**config.mk**
```make
export PLATFORM = sky130hd
export DESIGN_NAME = outfault_sup
export DESIGN_NICKNAME = d
export VERILOG_FILES = /design/src/rtl/ofs_pkg.sv /design/src/rtl/ofs_thresh.sv /design/src/rtl/ofs_uv_track.sv /design/src/rtl/ofs_latch.sv /design/src/rtl/outfault_sup.sv
export SDC_FILE = /design/constraint.sdc
export NUM_CORES = 1
export LEC_CHECK = 0
export ABC_AREA = 1
export CAP_MARGIN = 20
export CELL_PAD_IN_SITES_DETAIL_PLACEMENT = 1
export CELL_PAD_IN_SITES_GLOBAL_PLACEMENT = 2
export CORE_ASPECT_RATIO = 0.6
export CORE_UTILIZATION = 26
export CTS_BUF_LIST = sky130_fd_sc_hd__clkbuf_16
export DETAILED_ROUTE_END_ITERATION = 8
export HOLD_SLACK_MARGIN = 0.06
export PLACE_DENSITY = 0.87
export SYNTH_ARGS = -nofsm -noshare
export SYNTH_HDL_FRONTEND = slang
export SYNTH_SLANG_ARGS = --single-unit
export TNS_END_PERCENT = 20
```
**constraint.sdc**
```tcl
create_clock -name clk -period 2.95 [get_ports clk]
set_input_delay 0.295 -clock clk [delete_from_list [all_inputs] [get_ports clk]]
set_output_delay 0.295 -clock clk [all_outputs]
set_load 0.02 [all_outputs]
```
**src/rtl/ofs_pkg.sv**
```systemverilog
package ofs_pkg;
  // Causes that can latch the supervisor off.
  typedef struct packed {
    logic ov;
    logic oc;
    logic ncpu;
  } trip_t;

  function automatic logic any_trip(trip_t t);
    return t.ov | t.oc | t.ncpu;
  endfunction
endpackage

```
**src/rtl/ofs_thresh.sv**
```systemverilog
module ofs_thresh #(
  parameter int CODE_W    = 10,
  parameter int OV_FLOOR  = 256,
  parameter int OV_MARGIN = 35,
  parameter int UV_HYST   = 10
) (
  input  logic [CODE_W-1:0] target,
  input  logic              ss_done,
  output logic [CODE_W:0]   ov_lim,
  output logic [CODE_W:0]   uv_trip,
  output logic [CODE_W:0]   uv_rel
);
  localparam int TW = CODE_W + 1;
  localparam logic [TW-1:0] FLOOR_C  = TW'(OV_FLOOR);
  localparam logic [TW-1:0] MARGIN_C = TW'(OV_MARGIN);
  localparam logic [TW-1:0] HYST_C   = TW'(UV_HYST);

  logic [TW-1:0] tgt_ofs;

  always_comb begin
    tgt_ofs = {1'b0, target} + MARGIN_C;
    if (!ss_done && (FLOOR_C > tgt_ofs)) ov_lim = FLOOR_C;
    else                                 ov_lim = tgt_ofs;
    uv_trip = {2'b00, target[CODE_W-1:1]};
    uv_rel  = uv_trip + HYST_C;
  end
endmodule

```
**src/rtl/ofs_uv_track.sv**
```systemverilog
module ofs_uv_track #(
  parameter int CODE_W = 10
) (
  input  logic              clk,
  input  logic              rst_n,
  input  logic              enable,
  input  logic [CODE_W-1:0] out_code,
  input  logic [CODE_W:0]   uv_trip,
  input  logic [CODE_W:0]   uv_rel,
  output logic              uv_low
);
  logic [CODE_W:0] v_ext;
  assign v_ext = {1'b0, out_code};

  always_ff @(posedge clk) begin
    if (!rst_n || !enable) uv_low <= 1'b0;
    else if (v_ext < uv_trip) uv_low <= 1'b1;
    else if (v_ext > uv_rel)  uv_low <= 1'b0;
  end
endmodule

```
**src/rtl/ofs_latch.sv**
```systemverilog
module ofs_latch
  import ofs_pkg::*;
(
  input  logic  clk,
  input  logic  rst_n,
  input  logic  enable,
  input  trip_t trip,
  output logic  held,
  output logic  ov_cause,
  output logic  en_q
);
  logic en_rise;
  assign en_rise = enable & ~en_q;

  always_ff @(posedge clk) begin
    if (!rst_n) begin
      held     <= 1'b0;
      ov_cause <= 1'b0;
      en_q     <= 1'b0;
    end else begin
      en_q <= enable;
      if (en_rise) begin
        held     <= 1'b0;
        ov_cause <= 1'b0;
      end else if (!held && enable && any_trip(trip)) begin
        held     <= 1'b1;
        ov_cause <= trip.ov;
      end
    end
  end
endmodule

```
**src/rtl/outfault_sup.sv**
```systemverilog
module outfault_sup
  import ofs_pkg::*;
#(
  parameter int CODE_W    = 10,
  parameter int OV_FLOOR  = 256,
  parameter int OV_MARGIN = 35,
  parameter int UV_HYST   = 10
) (
  input  logic              clk,
  input  logic              rst_n,
  input  logic              enable,
  input  logic [CODE_W-1:0] target,
  input  logic              no_cpu,
  input  logic [CODE_W-1:0] out_code,
  input  logic              over_cur,
  input  logic              ss_done,
  input  logic              ready_dly,
  output logic              power_ok,
  output logic              fault_hold,
  output logic              low_clamp,
  output logic              drive_off
);
  logic [CODE_W:0] ov_lim, uv_trip, uv_rel;
  logic            uv_low, held, ov_cause, en_q, rdy_q;
  trip_t           trip;

  ofs_thresh #(
    .CODE_W(CODE_W), .OV_FLOOR(OV_FLOOR),
    .OV_MARGIN(OV_MARGIN), .UV_HYST(UV_HYST)
  ) u_thresh (
    .target(target), .ss_done(ss_done),
    .ov_lim(ov_lim), .uv_trip(uv_trip), .uv_rel(uv_rel)
  );

  ofs_uv_track #(.CODE_W(CODE_W)) u_uv (
    .clk(clk), .rst_n(rst_n), .enable(enable), .out_code(out_code),
    .uv_trip(uv_trip), .uv_rel(uv_rel), .uv_low(uv_low)
  );

  always_comb begin
    trip.ov   = {1'b0, out_code} > ov_lim;
    trip.oc   = over_cur;
    trip.ncpu = no_cpu;
  end

  ofs_latch u_latch (
    .clk(clk), .rst_n(rst_n), .enable(enable), .trip(trip),
    .held(held), .ov_cause(ov_cause), .en_q(en_q)
  );

  always_ff @(posedge clk) begin
    if (!rst_n) rdy_q <= 1'b0;
    else        rdy_q <= enable & ss_done & ready_dly;
  end

  assign power_ok   = rdy_q & ~uv_low & ~held;
  assign fault_hold = held;
  assign low_clamp  = held & ov_cause;
  assign drive_off  = held | ~en_q;
endmodule

```
==> results of run 1 <==
tightest hold or removal path: cells and delay by family (launching register included):
kind / cells / cell delay, ns
AO/OA/AOI/OAI: 1 / 0.05
flip-flops: 1 / 0.30
AND/OR/NAND/NOR: 1 / 0.06
registers in the layout (all words and copies together) (netlist names):
register          flops
u_latch.held          1
u_latch.ov_cause      1
u_uv.uv_low           1
u_latch.en_q          1
rdy_q                 1
routing by layer:
layer | GRT usage | vias to the layer above | wire length (um) | part of all wire
met3 | 0.03388 | 2 | 101 | 0.025
met2 | 0.2468 | 21 | 1548 | 0.39
li1 | - | 766 | - | -
met4 | 0.04615 | 0 | 34 | 0.0086
met5 | 0 | - | 0 | 0
met1 | 0.2514 | 618 | 2291 | 0.58
per-stage QoR:
step	total power [mW]	utilization	instance area [um2]	setup TNS, ns	hold slack [ns]
2_1_floorplan	0.2143	-	1294	0	0.4088
3_3_place_gp	0.3108	0.3652	1710	-0.2130	0.4602
3_5_place_dp	0.3143	0.3652	1710	-0.3704	0.4621
4_1_cts	0.5541	0.3820	1789	0	0.4679
5_1_grt	0.6039	0.3909	1831	-0.01354	0.4959
6_report	0.5522	0.3909	1831	0	0.4647
worst paths after layout:
| kind | endpoint | slack, ns | cells past startpoint |
|---|---|---|---|
| setup reg to reg | u_latch.held$_SDFFE_PP0P_ | 2.01 | 4 |
| setup / recovery | u_latch.held$_SDFFE_PP0P_ | 0.18 | 20 |
| hold reg to reg | u_latch.ov_cause$_SDFFE_PP0P_ | 0.46 | 2 |
| hold / removal | u_latch.ov_cause$_SDFFE_PP0P_ | 0.46 | 2 |
cell type report:
type,count,area (um2),share of cell area
multi-input combinational,175,1104,0.6029
timing repair buffer,37,352.8,0.1928
inverter,31,116.4,0.06357
sequential,5,100.1,0.05468
tap,63,78.83,0.04306
clock buffer,3,75.07,0.04101
clock inverter,1,3.754,0.002051
power breakdown:
group,switching (mW),internal (mW)
registers,0.00264,0.0717
logic,0.137,0.111
clock network,0.0532,0.176
what timing repair did:
action	4_1_cts	5_1_grt
setup endpoints to repair	0	2
resized for setup	0	7
setup buffers	0	2
Yosys cell counts (all sizes together):
cell type,n
nand2,71
ha,31
inv,31
nor2,21
a21oi,14
nand3,10
xor2,7
o21ai,6
dfxtp,5
nor3,5
o211ai,2
or2,2
a21boi,1
a21o,1
and3,1
nand3b,1
nand4,1
o21a,1
logic make-up after synthesis:
| group | Yosys count |
|---|---|
| buffers and inverters | 31 |
| adder cells (fa/ha/maj) | 31 |
| AO/OA/AOI/OAI | 25 |
| AND/OR/NAND/NOR | 112 |
| flip-flops | 5 |
| XOR/XNOR | 7 |
==> results.yml, run 1 <==
cells_and_area:
  final_cell_count_no_fill: 315
  layout_common_cells: "nand2_1 (64), ha_1 (31), inv_1 (30), clkdlybuf4s50_1 (30), nor2_1 (17)"
  n_antenna_cell: 0
  fin_nets: 311
  layout_commonest_cell: "nand2_1"
  drive_above_1_share: 0.1111
  area_growth_pct: 41.49
  fillers: 615
clocking:
  cts_buffers: 3
  tritoncts: "yes"
  cts_max_path_buffers: 2
  clockRootBuffer: "clkbuf_16"
  holdBufCountCts: 0
  h-tree-depth: 1
  clock_sinks: 5
  clock_latency_ns: 0.24
  clk_pin_slew_worst_paths_ns: 0.04
detailed_routing:
  wl_mm: 3.975
  vias: 1407
  drc: 0
  ant_nets: 0
  wire_per_inst_um: 12.62
  drt_pass1_iterations: 4
  avgViaCountPerCell: 4.467
  drtIter0Drc: 60
synth:
  synth_top_family_by_area: "simple AND/OR/NAND/NOR gates"
  synth_compound_area_frac: 0.1064
  syn_avg_cell_area_um2: 6.131
  synth_cell_types: 25
  muxShareOfSynthArea: 0
  yosys_warnings: 0
  synth_nets: 269
  ys_top_cells_by_area: "ha_1 (30%), nand2_1 (19%), inv_1 (8.7%), dfxtp_1 (7.7%), a21oi_1 (5.4%)"
  yosysTopAreaCellShare: 0.2998
  synthSimpleGateAreaFrac: 0.3791
  yosysSeqAreaShare: 0.07737
  ys_ff_latch: 5
  synthXorXnorAreaFrac: 0.04739
  synthAdderAreaFrac: 0.2998
  synth_cells: 211
  yosys.area.top_type: "ha_1"
  synthesis.area_mm2: 0.001294
floorplan:
  core-area_mm2: 0.004683
  placementRows: 19
  fp.dieH_um: 56.64
  dieArea_mm2: 0.005271
  io_pins: 31
  die_x_um: 93.07
  initial_core_util: 0.2762
worst_setup_path:
  crit_type: "in -> reg"
  timing.rr.start: "u_latch.held$_SDFFE_PP0P_"
  worstPathRequired_ns: 3.06
  path_cells: "clkdlybuf4s50_1 -> ha_1 -> buf_4 -> nand2_1 -> nand2_1 -> nand2_1 -> nand2_1 -> nor2_1 -> nand3_1 -> nand2_1 -> nand2_4 -> nand2_1 -> ha_1 -> nand2_1 -> nor2_2 -> buf_4 -> nand2_1 -> and3_1 -> nand2_1 -> a21oi_1"
  cp_max_fo: 7
  startpoint_type: "input pin"
  path_common_cell: "nand2_1"
  worstPathArrival_ns: 2.88
  cp_num_buf_inv: 3
  crit_start: "target[3]"
  end_kind: "register"
  cp_top_family: "simple AND/OR/NAND/NOR gates"
  critical-path-slowest-cell: "clkdlybuf4s50_1"
  worst_path_largest_cell_delay_ns: 0.55
timing:
  finalCriticalPeriod_ns: 2.766
  worst_slew_pin_slew_ns: 0.4495
  max_slew_margin: 0.6980
  setup_slack_ns: 0.1840
  slew_violations: 0
  max_freq_ghz: 0.3615
  finalCritPeriodShare: 0.9376
  setup_violations: 0
  report.final.hold_viol_count: 0
  finClkSkew_ns: 0.004153
global_routing:
  grt_use_total: 0.1700
  grt_pass1_wl_mm: 6.789
  gr-total-overflow: 0
  grt_pass1_vias: 1438
  antenna_found_initial: 0
  grt_max_degree: 8
placement:
  gp_congestion: 0.7383
  dp.cells: 309
  hpwl_mm: 3.462
  pre_cts_ws_ns: -0.1868
  io_buffers: 30
pwr:
  p_leak_nw: 0.9629
  p_per_area_mw_per_mm2: 301.7
  irDropWorstVdd_mv: 0.1942
flow_run:
  drv_cap: 0
hold_path:
  hp-start: "u_latch.ov_cause$_SDFFE_PP0P_"
  hold_class: "reg -> reg"
outcome:
  status: "complete, no violations"
Power figures use the tool's default switching activity.
==> run 2: changes to the inputs <==
--- a/config.mk
+++ b/config.mk
@@ -15,6 +15,7 @@
 export DETAILED_ROUTE_END_ITERATION = 8
 export HOLD_SLACK_MARGIN = 0.06
 export PLACE_DENSITY = 0.87
+export SKIP_CTS_REPAIR_TIMING = 1
 export SYNTH_ARGS = -nofsm -noshare
 export SYNTH_HDL_FRONTEND = slang
 export SYNTH_SLANG_ARGS = --single-unit
==> results of run 2 <==
Same layout as run 1: the final DEF is identical, and so are final timing and power.
